==> src/rtl/ecc_cap_pkg.sv <==
package ecc_cap_pkg;

    localparam int DATA_W = 64;
    localparam int SYND_W = 8;

    // byte offsets inside the error window
    localparam logic [7:0] OFS_OPT     = 8'h00;
    localparam logic [7:0] OFS_U_ADDR  = 8'h08;
    localparam logic [7:0] OFS_U_STAT  = 8'h0C;
    localparam logic [7:0] OFS_U_DLO   = 8'h10;
    localparam logic [7:0] OFS_U_DHI   = 8'h14;
    localparam logic [7:0] OFS_C_ADDR  = 8'h18;
    localparam logic [7:0] OFS_C_STAT  = 8'h1C;
    localparam logic [7:0] OFS_C_DLO   = 8'h20;
    localparam logic [7:0] OFS_C_DHI   = 8'h24;

    // byte offsets inside the interrupt window
    localparam logic [7:0] OFS_ISTAT   = 8'h00;
    localparam logic [7:0] OFS_IACK    = 8'h04;

    // interrupt status bit positions
    localparam int BIT_CE  = 3;
    localparam int BIT_CE2 = 4;
    localparam int BIT_UE  = 5;
    localparam int BIT_UE2 = 6;

    // class index used by the capture generate loop
    localparam int CLS_UE  = 0;
    localparam int CLS_CE  = 1;
    localparam int N_CLS   = 2;

    typedef enum logic [1:0] {
        REC_CLEAR = 2'd0,
        REC_HELD  = 2'd1,
        REC_OVER  = 2'd2,
        REC_SPILL = 2'd3
    } rec_state_t;

    typedef enum logic {
        INJ_IDLE  = 1'b0,
        INJ_ARMED = 1'b1
    } inj_state_t;

    // modes 1 and 3 have ECC active
    function automatic logic mode_active(input logic [1:0] m);
        return m[0];
    endfunction

endpackage

==> src/rtl/ecc_cap_record.sv <==
module ecc_cap_record
    import ecc_cap_pkg::*;
#(
    parameter int ADDR_W = 32
) (
    input  logic                clk,
    input  logic                rst_n,
    input  logic                cap_en,
    input  logic                evt,
    input  logic                ack_first,
    input  logic                ack_second,
    input  logic [ADDR_W-1:0]   evt_addr,
    input  logic [DATA_W-1:0]   evt_data,
    input  logic [SYND_W-1:0]   evt_synd,
    output logic                first_flag,
    output logic                second_flag,
    output logic [ADDR_W-1:0]   rec_addr,
    output logic [DATA_W-1:0]   rec_data,
    output logic [SYND_W-1:0]   rec_synd
);

    rec_state_t state_q;
    rec_state_t state_d;
    logic       take;
    logic       f_cur;
    logic       s_cur;
    logic       f_nxt;
    logic       s_nxt;

    // state register
    always_ff @(posedge clk or negedge rst_n) begin
        if (!rst_n) begin
            state_q <= REC_CLEAR;
        end else begin
            state_q <= state_d;
        end
    end

    // next state: acknowledge applies first, then the incoming event
    always_comb begin
        f_cur = 1'b0;
        s_cur = 1'b0;
        unique case (state_q)
            REC_CLEAR: begin f_cur = 1'b0; s_cur = 1'b0; end
            REC_HELD:  begin f_cur = 1'b1; s_cur = 1'b0; end
            REC_OVER:  begin f_cur = 1'b1; s_cur = 1'b1; end
            REC_SPILL: begin f_cur = 1'b0; s_cur = 1'b1; end
            default:   begin f_cur = 1'b0; s_cur = 1'b0; end
        endcase
        f_nxt = f_cur & ~ack_first;
        s_nxt = s_cur & ~ack_second;
        take  = 1'b0;
        if (evt && cap_en) begin
            if (!f_nxt) begin
                take  = 1'b1;
                f_nxt = 1'b1;
            end else begin
                s_nxt = 1'b1;
            end
        end
        unique case ({f_nxt, s_nxt})
            2'b00:   state_d = REC_CLEAR;
            2'b10:   state_d = REC_HELD;
            2'b11:   state_d = REC_OVER;
            2'b01:   state_d = REC_SPILL;
            default: state_d = REC_CLEAR;
        endcase
    end

    // captured record
    always_ff @(posedge clk or negedge rst_n) begin
        if (!rst_n) begin
            rec_addr <= '0;
            rec_data <= '0;
            rec_synd <= '0;
        end else if (take) begin
            rec_addr <= evt_addr;
            rec_data <= evt_data;
            rec_synd <= evt_synd;
        end
    end

    // outputs
    always_comb begin
        unique case (state_q)
            REC_CLEAR: begin first_flag = 1'b0; second_flag = 1'b0; end
            REC_HELD:  begin first_flag = 1'b1; second_flag = 1'b0; end
            REC_OVER:  begin first_flag = 1'b1; second_flag = 1'b1; end
            REC_SPILL: begin first_flag = 1'b0; second_flag = 1'b1; end
            default:   begin first_flag = 1'b0; second_flag = 1'b0; end
        endcase
    end


    repeat_hold_chk: assert property (@(posedge clk) disable iff (!rst_n)
        (first_flag && evt && cap_en && !ack_first)
        |=> (second_flag && $stable(rec_addr) && $stable(rec_data) && $stable(rec_synd)));


    idle_gate_chk: assert property (@(posedge clk) disable iff (!rst_n)
        (!cap_en && !first_flag && !second_flag) |=> (!first_flag && !second_flag));


    ack_clear_chk: assert property (@(posedge clk) disable iff (!rst_n)
        (ack_first && !(evt && cap_en)) |=> !first_flag);


    refill_chk: assert property (@(posedge clk) disable iff (!rst_n)
        (!first_flag && evt && cap_en) |=> (first_flag && rec_addr == $past(evt_addr)));

endmodule

==> src/rtl/ecc_cap_inject.sv <==
module ecc_cap_inject
    import ecc_cap_pkg::*;
(
    input  logic              clk,
    input  logic              rst_n,
    input  logic              opt_we,
    input  logic [1:0]        wr_mode,
    input  logic              wr_force,
    input  logic [SYND_W-1:0] wr_pattern,
    input  logic              mem_wr_fire,
    input  logic [SYND_W-1:0] chk_in,
    output logic [SYND_W-1:0] chk_out,
    output logic [1:0]        mode,
    output logic              force_flag,
    output logic [SYND_W-1:0] pattern
);

    inj_state_t state_q;
    inj_state_t state_d;

    // state register
    always_ff @(posedge clk or negedge rst_n) begin
        if (!rst_n) begin
            state_q <= INJ_IDLE;
        end else begin
            state_q <= state_d;
        end
    end

    // option fields
    always_ff @(posedge clk or negedge rst_n) begin
        if (!rst_n) begin
            mode    <= '0;
            pattern <= '0;
        end else if (opt_we) begin
            mode    <= wr_mode;
            pattern <= wr_pattern;
        end
    end

    // next state: a register write takes priority over a consuming write
    always_comb begin
        state_d = state_q;
        unique case (state_q)
            INJ_IDLE: begin
                if (opt_we && wr_force) state_d = INJ_ARMED;
            end
            INJ_ARMED: begin
                if (opt_we)           state_d = wr_force ? INJ_ARMED : INJ_IDLE;
                else if (mem_wr_fire) state_d = INJ_IDLE;
            end
            default: state_d = INJ_IDLE;
        endcase
    end

    // outputs
    always_comb begin
        force_flag = 1'b0;
        chk_out    = chk_in;
        unique case (state_q)
            INJ_IDLE: begin
                force_flag = 1'b0;
                chk_out    = chk_in;
            end
            INJ_ARMED: begin
                force_flag = 1'b1;
                chk_out    = mem_wr_fire ? (chk_in ^ pattern) : chk_in;
            end
            default: begin
                force_flag = 1'b0;
                chk_out    = chk_in;
            end
        endcase
    end


    one_shot_chk: assert property (@(posedge clk) disable iff (!rst_n)
        (force_flag && mem_wr_fire && !opt_we) |=> (!force_flag && $stable(pattern)));


    pass_thru_chk: assert property (@(posedge clk) disable iff (!rst_n)
        !force_flag |-> (chk_out == chk_in));

endmodule

==> src/rtl/ecc_cap_regmap.sv <==
module ecc_cap_regmap
    import ecc_cap_pkg::*;
#(
    parameter logic [7:0] ERR_BASE = 8'h00,
    parameter logic [7:0] INT_BASE = 8'h40
) (
    input  logic              cfg_wr,
    input  logic [7:0]        cfg_addr,
    input  logic [1:0]        mode,
    input  logic              force_flag,
    input  logic [SYND_W-1:0] pattern,
    input  logic [3:0]        flags,
    input  logic [31:0]       ue_addr,
    input  logic [SYND_W-1:0] ue_synd,
    input  logic [DATA_W-1:0] ue_data,
    input  logic [31:0]       ce_addr,
    input  logic [SYND_W-1:0] ce_synd,
    input  logic [DATA_W-1:0] ce_data,
    output logic              opt_we,
    output logic              ack_we,
    output logic [31:0]       cfg_rdata
);

    localparam logic [7:0] A_OPT    = ERR_BASE + OFS_OPT;
    localparam logic [7:0] A_U_ADDR = ERR_BASE + OFS_U_ADDR;
    localparam logic [7:0] A_U_STAT = ERR_BASE + OFS_U_STAT;
    localparam logic [7:0] A_U_DLO  = ERR_BASE + OFS_U_DLO;
    localparam logic [7:0] A_U_DHI  = ERR_BASE + OFS_U_DHI;
    localparam logic [7:0] A_C_ADDR = ERR_BASE + OFS_C_ADDR;
    localparam logic [7:0] A_C_STAT = ERR_BASE + OFS_C_STAT;
    localparam logic [7:0] A_C_DLO  = ERR_BASE + OFS_C_DLO;
    localparam logic [7:0] A_C_DHI  = ERR_BASE + OFS_C_DHI;
    localparam logic [7:0] A_ISTAT  = INT_BASE + OFS_ISTAT;
    localparam logic [7:0] A_IACK   = INT_BASE + OFS_IACK;

    assign opt_we = cfg_wr && (cfg_addr == A_OPT);
    assign ack_we = cfg_wr && (cfg_addr == A_IACK);

    // flags = {ue2, ue, ce2, ce}
    always_comb begin
        cfg_rdata = '0;
        case (cfg_addr)
            A_OPT:    cfg_rdata = {8'h00, pattern, 7'h00, force_flag, 6'h00, mode};
            A_U_ADDR: cfg_rdata = ue_addr;
            A_U_STAT: cfg_rdata = {16'h0000, ue_synd, 8'h00};
            A_U_DLO:  cfg_rdata = ue_data[31:0];
            A_U_DHI:  cfg_rdata = ue_data[63:32];
            A_C_ADDR: cfg_rdata = ce_addr;
            A_C_STAT: cfg_rdata = {16'h0000, ce_synd, 8'h00};
            A_C_DLO:  cfg_rdata = ce_data[31:0];
            A_C_DHI:  cfg_rdata = ce_data[63:32];
            A_ISTAT:  cfg_rdata = {25'h0, flags, 3'b000};
            default:  cfg_rdata = '0;
        endcase
    end

endmodule

==> src/rtl/ecc_err_capture.sv <==
module ecc_err_capture
    import ecc_cap_pkg::*;
#(
    parameter int         ADDR_W   = 32,
    parameter logic [7:0] ERR_BASE = 8'h00,
    parameter logic [7:0] INT_BASE = 8'h40
) (
    input  logic              clk,
    input  logic              rst_n,
    input  logic              cfg_wr,
    input  logic [7:0]        cfg_addr,
    input  logic [31:0]       cfg_wdata,
    output logic [31:0]       cfg_rdata,
    input  logic              ce_pulse,
    input  logic              ue_pulse,
    input  logic [ADDR_W-1:0] fault_addr,
    input  logic [63:0]       fault_data,
    input  logic [7:0]        fault_synd,
    input  logic              mem_wr_fire,
    input  logic [7:0]        mem_chk_in,
    output logic [7:0]        mem_chk_out,
    output logic              irq
);

    logic                opt_we;
    logic                ack_we;
    logic [1:0]          mode;
    logic                force_flag;
    logic [SYND_W-1:0]   pattern;
    logic                cap_en;
    logic [N_CLS-1:0]    evt_v;
    logic [N_CLS-1:0]    first_v;
    logic [N_CLS-1:0]    second_v;
    logic [ADDR_W-1:0]   raddr_v [N_CLS];
    logic [DATA_W-1:0]   rdata_v [N_CLS];
    logic [SYND_W-1:0]   rsynd_v [N_CLS];
    logic [3:0]          flags;
    logic                unused_wdata;

    assign unused_wdata = ^{cfg_wdata[31:24], cfg_wdata[15:9], cfg_wdata[7], cfg_wdata[2]};

    assign cap_en          = mode_active(mode);
    assign evt_v[CLS_UE]   = ue_pulse;
    assign evt_v[CLS_CE]   = ce_pulse;

    ecc_cap_inject u_inject (
        .clk         (clk),
        .rst_n       (rst_n),
        .opt_we      (opt_we),
        .wr_mode     (cfg_wdata[1:0]),
        .wr_force    (cfg_wdata[8]),
        .wr_pattern  (cfg_wdata[23:16]),
        .mem_wr_fire (mem_wr_fire),
        .chk_in      (mem_chk_in),
        .chk_out     (mem_chk_out),
        .mode        (mode),
        .force_flag  (force_flag),
        .pattern     (pattern)
    );

    for (genvar g = 0; g < N_CLS; g++) begin : g_cls
        localparam int FB = (g == CLS_UE) ? BIT_UE  : BIT_CE;
        localparam int SB = (g == CLS_UE) ? BIT_UE2 : BIT_CE2;

        ecc_cap_record #(.ADDR_W(ADDR_W)) u_rec (
            .clk         (clk),
            .rst_n       (rst_n),
            .cap_en      (cap_en),
            .evt         (evt_v[g]),
            .ack_first   (ack_we && cfg_wdata[FB]),
            .ack_second  (ack_we && cfg_wdata[SB]),
            .evt_addr    (fault_addr),
            .evt_data    (fault_data),
            .evt_synd    (fault_synd),
            .first_flag  (first_v[g]),
            .second_flag (second_v[g]),
            .rec_addr    (raddr_v[g]),
            .rec_data    (rdata_v[g]),
            .rec_synd    (rsynd_v[g])
        );
    end

    assign flags = {second_v[CLS_UE], first_v[CLS_UE], second_v[CLS_CE], first_v[CLS_CE]};

    ecc_cap_regmap #(.ERR_BASE(ERR_BASE), .INT_BASE(INT_BASE)) u_regmap (
        .cfg_wr     (cfg_wr),
        .cfg_addr   (cfg_addr),
        .mode       (mode),
        .force_flag (force_flag),
        .pattern    (pattern),
        .flags      (flags),
        .ue_addr    (32'(raddr_v[CLS_UE])),
        .ue_synd    (rsynd_v[CLS_UE]),
        .ue_data    (rdata_v[CLS_UE]),
        .ce_addr    (32'(raddr_v[CLS_CE])),
        .ce_synd    (rsynd_v[CLS_CE]),
        .ce_data    (rdata_v[CLS_CE]),
        .opt_we     (opt_we),
        .ack_we     (ack_we),
        .cfg_rdata  (cfg_rdata)
    );

    always_comb begin
        irq = cap_en && (|flags);
    end


    irq_source_chk: assert property (@(posedge clk) disable iff (!rst_n)
        irq |-> (|first_v || |second_v));


    dual_capture_chk: assert property (@(posedge clk) disable iff (!rst_n)
        (ce_pulse && ue_pulse && cap_en && !ack_we && first_v == '0)
        |=> (first_v == '1));

endmodule

==> config.mk <==
export PLATFORM = sky130hd
export DESIGN_NAME = ecc_err_capture
export DESIGN_NICKNAME = d
export VERILOG_FILES = /design/src/rtl/ecc_cap_pkg.sv /design/src/rtl/ecc_cap_record.sv /design/src/rtl/ecc_cap_inject.sv /design/src/rtl/ecc_cap_regmap.sv /design/src/rtl/ecc_err_capture.sv
export SDC_FILE = /design/constraint.sdc
export NUM_CORES = 1
export LEC_CHECK = 0
export CAP_MARGIN = 20
export CORE_UTILIZATION = 55
export DETAILED_ROUTE_END_ITERATION = 16
export DONT_BUFFER_PORTS = 1
export PLACE_DENSITY = 0.7
export SETUP_SLACK_MARGIN = 0.2
export SYNTH_ARGS = -nofsm -noshare
export SYNTH_HDL_FRONTEND = slang
export SYNTH_HIERARCHICAL = 1
export SYNTH_SLANG_ARGS = --single-unit
==> constraint.sdc <==
create_clock -name clk -period 4.1 [get_ports clk]
set_input_delay 0.41 -clock clk [delete_from_list [all_inputs] [get_ports clk]]
set_output_delay 0.41 -clock clk [all_outputs]
set_load 0.02 [all_outputs]
==> metrics.yaml, run 1 <==
sta:
  finalHoldViolations: 223
  slew_viol_final: 0
  hold_ws_ns: -0.4097
  relSlewSlack_pct: 38.89
  clock.fmax_mhz: 344.4
  rsz0062_at_grt: "no"
  clock_skew_ns: 0.01020
  timing.final.ws_setup_ns: 1.196
  setup_viol: 0
  setup-tns-final_ns: 0
  max_slew.worst_pin.slew_ns: 0.9089
  fin_crit_ns: 2.904
  min_period_over_period_pct: 70.83
synthesis:
  yosys_warnings: 6
  synthTopCellsByArea: "dfrtp_1 51%, mux2_4 15%, mux2_2 11%"
  postSynth.asyncResetShare_pct: 100.0
  synth.distinct_cells: 55
  ys_ff_latch: 223
  yosys_most_used_dff: "dfrtp_1"
  synth_area_um2: 10940
  synth_fp_nets: 951
  synth_area_leader_cell: "dfrtp_1"
  syn_inst: 789
  synth_top_area_share_pct: 51.02
  synth_edf_count: 0
  yosysSeqAreaShare_pct: 51.02
  syn_area_per_cell_um2: 13.86
clocking:
  clk-insertion-delay-late_ns: 0.51
  path_clk_slew_ns: 0.06
  cts_tree: "done"
  htree_num_levels: 1
  cts_buffers: 24
  post_cts_buffers: 0
  cts_resized: 0
  cts-root-buf: "clkbuf_16"
  clock_sinks: 223
  clockBufferDepth: 3
power:
  switching_share_pct: 24.07
  comb_power_share_pct: 18.9
  p_clk_share_pct: 33.3
  switchingPower_w: 0.001694
  power_density_nw_per_um2: 589.6
  ir_drop_mv: 0.3582
  intPower_w: 0.005344
  seqPwrFrac_pct: 47.8
  leakage_nw: 5.757
setup_path:
  cp.depth: 4
  worstSetupPathType: "in -> out"
  worstPathArrival_ns: 2.49
  ff2ff_path_depth: 5
  worst_path_largest_cell_delay_ns: 0.78
  r2r-end: "g_cls[0].u_rec/rec_addr[18]"
  end_kind: "primary output"
  cp-endpoint: "cfg_rdata[13]"
  path_buf_inv: 0
  cp_top_family: "simple AND/OR/NAND/NOR gates"
  cp_cell_sequence: "or4b_1, nor3_2, a22oi_1, o211ai_1"
  ff2ff_setup_slack_ns: 1.88
  critPathLaunchType: "input pin"
  crit_required_ns: 3.69
  startpoint: "cfg_addr[5]"
  rr_startpoint: "g_cls[0].u_rec/state_q[0]"
  cp_max_fo: 16
  cp_slowest_cell: "or4b_1"
die:
  io_pins: 199
  initial_core_util_pct: 56.19
  rows: 51
  die_area_um2: 20450
  fp.dieW_um: 143.0
  die_h_um: 143.0
  coreArea_um2: 19460
route:
  antenna_left: 0
  drt-met1-wl_um: 11210
  drc_errors: 0
  drtIter0Drc: 550
  wirelength_um: 27880
  wl_met3_um: 3225
  met2_length_um: 12830
  avgRoutedWirePerCell_um: 26.45
  via_count: 6819
  top_layer_used: "met4"
  drt_pass1_iterations: 5
  viasPerCell: 6.470
final_layout:
  fin_util_pct: 61.33
  drive_above_1_share_pct: 36.40
  area_growth_pct: 9.140
  stdcell_count: 1054
  final_nets: 930
run_status:
  violations: "hold timing"
  status: "finished with violations"
min_path:
  hp-class: "in -> async"
global_route:
  grt_pass1_wl_um: 41380
  grt_overflow: 0
  grt_pass1_vias: 6983
  grtUsageTotal_pct: 27.25
  grt_start_max_net_pins: 224
  antenna_found_initial: 4
job:
  drv_cap: 0
place:
  portBuffers: 0
  hpwl_um: 18130
  finalWeightedCongestion: 0.8227
  place_inst: 1007
  place_ws_ns: 1.222
==> worst min-delay path by stage <==
stage / startpoint / endpoint / slack (ns) / cells after the start
detailed placement: rst_n / g_cls[0].u_rec/state_q[1] / 0.13 / 0
global placement: rst_n / g_cls[0].u_rec/state_q[1] / 0.12 / 0
finish: rst_n / g_cls[1].u_rec/state_q[1] / -0.41 / 0
floorplan: rst_n / g_cls[0].u_rec/rec_addr[0] / 0.11 / 0
CTS: rst_n / u_inject/mode[1] / -0.42 / 0
global route: rst_n / g_cls[1].u_rec/rec_data[37] / -0.43 / 0
==> Yosys cell counts (8+ instances only) <==
| library cell | number |
|---|---|
| xnor2_1 | 10 |
| clkbuf_1 | 17 |
| a222oi_1 | 8 |
| mux2_2 | 111 |
| and2_1 | 8 |
| o211ai_1 | 12 |
| a22o_1 | 28 |
| nor2_1 | 13 |
| nand3_1 | 14 |
| dfrtp_1 | 223 |
| buf_8 | 10 |
| a22oi_1 | 40 |
| mux2_4 | 108 |
| mux2i_1 | 26 |
| nand2_1 | 24 |
| a21oi_1 | 8 |
| buf_2 | 25 |
| o21ai_0 | 18 |
==> sequential cells by signal (all words and copies together) (netlist names) <==
signal / cells
g_cls.u_rec/rec_addr: 64
g_cls.u_rec/rec_data: 128
g_cls.u_rec/rec_synd: 16
g_cls.u_rec/state_q: 4
u_inject/mode: 2
u_inject/pattern: 8
u_inject/state_q: 1
==> kinds of logic (layout without fill, tap and decap cells) <==
family                     Yosys count  count (layout)  synth area share (%)
muxes                              245             245                 28.64
DFF                                223             223                 51.02
AOI/OAI and AO/OA                  146             146                 10.19
and+or+nand+nor                     97              97                 5.091
buffers and inverters               64              58                 3.798
xor gates and xnor gates            10              10                0.8008
adders and majority gates            4               4                0.4576
other                                0               6                     0
==> routing by layer <==
metal / GRT usage, % / vias up
li1: - / 2911
met1: 36.53 / 3559
met2: 41.80 / 307
met3: 9.457 / 42
met4: 7.866 / 0
met5: 0 / -
==> power groups by stage <==
stage	logic [W]	clock network, W	registers, W
2_1_floorplan	0.00118	0	0.00324
3_3_place_gp	0.00125	0	0.00332
3_5_place_dp	0.00132	0	0.00338
4_1_cts	0.00133	0.00239	0.00335
5_1_grt	0.00143	0.00247	0.00344
6_report	0.00133	0.00235	0.00336
==> through the flow <==
| stage | total power [W] | cell area [µm²] |
|---|---|---|
| 3_3_place_gp | 0.004569 | 11050 |
| 2_1_floorplan | 0.004412 | 10940 |
| 4_1_cts | 0.007072 | 11920 |
| 6_report | 0.007038 | 11940 |
| 5_1_grt | 0.007340 | 11920 |
| 3_5_place_dp | 0.004701 | 11050 |
==> cell type report <==
| cell class | instances | area [µm²] |
|---|---|---|
| inverter | 4 | 15.01 |
| antenna | 6 | 15.01 |
| timing repair buffer | 13 | 122.6 |
| sequential | 223 | 5580 |
| clock inverter | 5 | 127.6 |
| fill | 1433 | 7526 |
| multi-input combinational | 502 | 4997 |
| clock buffer | 36 | 747.0 |
| tap | 265 | 331.6 |
==> cells in the final DEF (no fill, tap or decap), drive strengths merged, types with 3 or more instances in the layout <==
cell,n
o22a,3
ha,4
xnor2,10
o31ai,3
nor3,8
nand2,24
o21ai,18
o22ai,6
mux2i,26
nand3,14
and2,9
buf,13
a31oi,3
o211ai,14
a22o,28
a21oi,8
a22oi,40
or3,4
nor2b,6
diode,6
a211o,3
bufinv,4
inv,4
clkbuf,36
mux2,219
nor2,13
a222oi,8
or4b,3
nor4b,5
dfrtp,223
(Power assumes the default switching activity.)
==> run 2, diff against run 1 <==
--- a/config.mk
+++ b/config.mk
@@ -5,11 +5,12 @@
 export SDC_FILE = /design/constraint.sdc
 export NUM_CORES = 1
 export LEC_CHECK = 0
+export ABC_AREA = 1
 export CAP_MARGIN = 20
 export CORE_UTILIZATION = 55
 export DETAILED_ROUTE_END_ITERATION = 16
 export DONT_BUFFER_PORTS = 1
-export PLACE_DENSITY = 0.7
+export PLACE_DENSITY = 0.73
 export SETUP_SLACK_MARGIN = 0.2
 export SYNTH_ARGS = -nofsm -noshare
 export SYNTH_HDL_FRONTEND = slang
==> constraint.sdc (replaced) <==
create_clock -name clk -period 2.5 [get_ports clk]
set_input_delay 0.25 -clock clk [delete_from_list [all_inputs] [get_ports clk]]
set_output_delay 0.25 -clock clk [all_outputs]
set_load 0.02 [all_outputs]
==> metrics.yaml, run 2 <==
route:
  drtIter0Drc: 1112  # +100%
  wirelength_um: 35530  # +27%
  avgRoutedWirePerCell_um: 18.41  # -30%
  drc_errors: 0  # unchanged
  antenna_left: 0  # unchanged
  via_count: 10995  # +61%
  drt_pass1_iterations: 6  # +1
  viasPerCell: 5.697  # -12%
synthesis:
  yosysSeqAreaShare_pct: 48.39  # -2.6 points
  synth.distinct_cells: 28  # -49%
  syn_area_per_cell_um2: 7.364  # -47%
  ys_top_cells_by_count: "631 x nand2_1, 370 x nand3_1, 223 x dfrtp_1"
  synth_fp_nets: 1728  # +82%
  synthTopCellsByArea: "dfrtp_1 48%, nand2_1 21%, nand3_1 16%"
  synth_area_um2: 11530  # +5.4%
  synth_top_area_share_pct: 48.39  # -2.6 points
  ys_ff_latch: 223  # unchanged
  postSynth.asyncResetShare_pct: 100.0  # unchanged
  yosys_warnings: 6  # unchanged
  synth_area_leader_cell: "dfrtp_1"
  synth_edf_count: 0  # unchanged
  yosys_most_used_dff: "dfrtp_1"
  yosysMostFrequentCell: "nand2_1"
  syn_inst: 1566  # +98%
clocking:
  cts-root-buf: "clkbuf_16"
  clockBufferDepth: 3  # unchanged
  clk-insertion-delay-late_ns: 0.51  # about the same
  cts_hold_buf: 118
  clock_sinks: 223  # unchanged
  path_clk_slew_ns: 0.06  # about the same
  cts_buffers: 24  # unchanged
  htree_num_levels: 1  # unchanged
  cts_tree: "done"
  cts_resized: 0  # unchanged
  post_cts_buffers: 0  # unchanged
place:
  finalWeightedCongestion: 0.8571  # +4.2%
  portBuffers: 0  # unchanged
  hpwl_um: 20940  # +15%
  place_inst: 1762  # +75%
final_layout:
  stdcell_count: 1930  # +83%
  drive_above_1_share_pct: 5.932  # -30 points
  top_register: "g_cls.u_rec/rec_data"
  largest_reg_flops: 128  # unchanged
  area_growth_pct: 18.83
  reg_top3: "g_cls.u_rec/rec_data: 128 flops, g_cls.u_rec/rec_addr: 64 flops, g_cls.u_rec/rec_synd: 16 flops"
  final_nets: 1798  # +93%
  layout_common_cells: "631 x nand2_1, 370 x nand3_1, 223 x dfrtp_1, 118 x dlygate4sd3_1, 88 x nor2_1"
  final_common_cell: "nand2_1"
setup_path:
  cp_top_family: "simple AND/OR/NAND/NOR gates"
  path_buf_inv: 4  # +4
  ff2ff_path_depth: 6  # +1
  cp_cell_sequence: "inv_1, nand2_2, nor2_4, buf_4, nand2_1, inv_1, nand2_1, nand2_1, inv_1, nand2_1"
  r2r-end: "g_cls[0].u_rec/rec_addr[15]"
  cp_slowest_cell: "inv_1"
  worstSetupPathType: "in -> out"
  crit_required_ns: 2.25  # -1.44 ns
  worstPathArrival_ns: 1.91  # -0.58 ns
  rr_startpoint: "u_inject/mode[0]"
  cp_max_fo: 11  # -5
  cp_common_cell: "nand2_1"
  critPathLaunchType: "input pin"
  end_kind: "primary output"
  ff2ff_setup_slack_ns: 0.50  # -1.38 ns
  worst_path_largest_cell_delay_ns: 0.47  # -0.31 ns
die:
  coreArea_um2: 20360  # +4.6%
  rows: 52  # +2.0%
  die_h_um: 146.8  # +2.6%
  fp.dieW_um: 146.8  # +2.6%
  io_pins: 199  # unchanged
  initial_core_util_pct: 56.63  # +0.44 points
  die_area_um2: 21550  # +5.4%
global_route:
  grtUsageTotal_pct: 33.06  # +5.8 points
  grt_overflow: 0  # unchanged
  grt_start_max_net_pins: 224  # unchanged
  grt_pass1_vias: 10557  # +51%
  antenna_found_initial: 8  # +4
  grt_pass1_wl_um: 56350  # +36%
power:
  comb_power_share_pct: 32.4  # +14 points
  ir_drop_mv: 0.7294  # +100%
  power_density_nw_per_um2: 1114  # +89%
  switching_share_pct: 37.48  # +13 points
  leakage_nw: 7.432  # +29%
  seqPwrFrac_pct: 40.5  # -7.3 points
  p_clk_share_pct: 27.1  # -6.2 points
  intPower_w: 0.009543  # +79%
  switchingPower_w: 0.005720  # +240%
sta:
  max_slew.worst_pin.slew_ns: 0.5643  # -0.3446 ns
  relSlewSlack_pct: 62.34  # +23 points
  rsz0062_at_grt: "no"
  setup-tns-final_ns: 0  # unchanged
  finalHoldViolations: 223  # unchanged
  slew_viol_final: 0  # unchanged
  setup_viol: 0  # unchanged
  min_period_over_period_pct: 86.59
  clock_skew_ns: 0.006850  # -0.003350 ns
  clock.fmax_mhz: 461.9
  fin_crit_ns: 2.165
  hold_ws_ns: -0.5689  # -0.1592 ns
min_path:
  hp-class: "in -> async"
run_status:
  status: "finished with violations"
  violations: "hold timing"
job:
  drv_cap: 0  # unchanged
run 2: area by class of cell:
class	count	area (µm²)
multi-input combinational	1145	4975
antenna	8	20.02
clock buffer	32	701.9
clock inverter	10	227.7
sequential	223	5580
inverter	96	370.4
tap	270	337.8
fill	1725	6660
timing repair buffer	146	1491
run 2: kinds of logic after synthesis:
family / after synthesis / share of synthesized area [%]
DFF: 223 / 48.39
AOI/OAI and AO/OA: 25 / 1.161
adders and majority gates: 4 / 0.4340
and+or+nand+nor: 1116 / 41.46
buffers and inverters: 198 / 8.560
run 2: power by group through the flow:
stage | Clock (W) | Sequential (W) | Combinational, W
floorplan | 0 | 0.00597 | 0.00366
global placement | 0 | 0.00612 | 0.00451
detailed placement | 0 | 0.00618 | 0.00467
CTS | 0.00418 | 0.00615 | 0.00488
global route | 0.00431 | 0.00637 | 0.00552
finish | 0.00414 | 0.00618 | 0.00494
run 2: worst max path at each step:
stage	startpoint	endpoint	slack, ns	cells past startpoint
finish	cfg_addr[1]	cfg_rdata[29]	0.34	10
CTS	cfg_addr[1]	cfg_rdata[29]	0.39	10
detailed placement	cfg_addr[4]	g_cls[1].u_rec/rec_addr[20]	0.35	13
floorplan	cfg_addr[1]	g_cls[0].u_rec/rec_data[15]	0.67	16
global placement	cfg_addr[4]	g_cls[1].u_rec/rec_data[28]	0.40	13
global route	cfg_addr[1]	cfg_rdata[29]	0.27	10
run 2: stage by stage:
step                total power, W  area (µm²)  setup slack (ns)  hold WS [ns]  util, %
finish                     0.01526       13700            0.3352       -0.5689    67.30
global placement           0.01063       11570            0.3973      -0.03994    56.83
CTS                        0.01522       13680            0.3853       -0.5823    67.20
detailed placement         0.01085       11570            0.3493      -0.04174    56.83
global route               0.01621       13700            0.2715       -0.5794    67.27
floorplan                 0.009637       11530            0.6663      -0.04559        -
run 2: metal layers:
metal | track usage, % | up-vias | routed length (µm)
met5 | 0 | - | 0
met4 | 12.14 | 0 | 1215
met3 | 5.435 | 103 | 3344
met2 | 53.15 | 565 | 16550
met1 | 45.25 | 5210 | 14420
li1 | - | 5117 | -
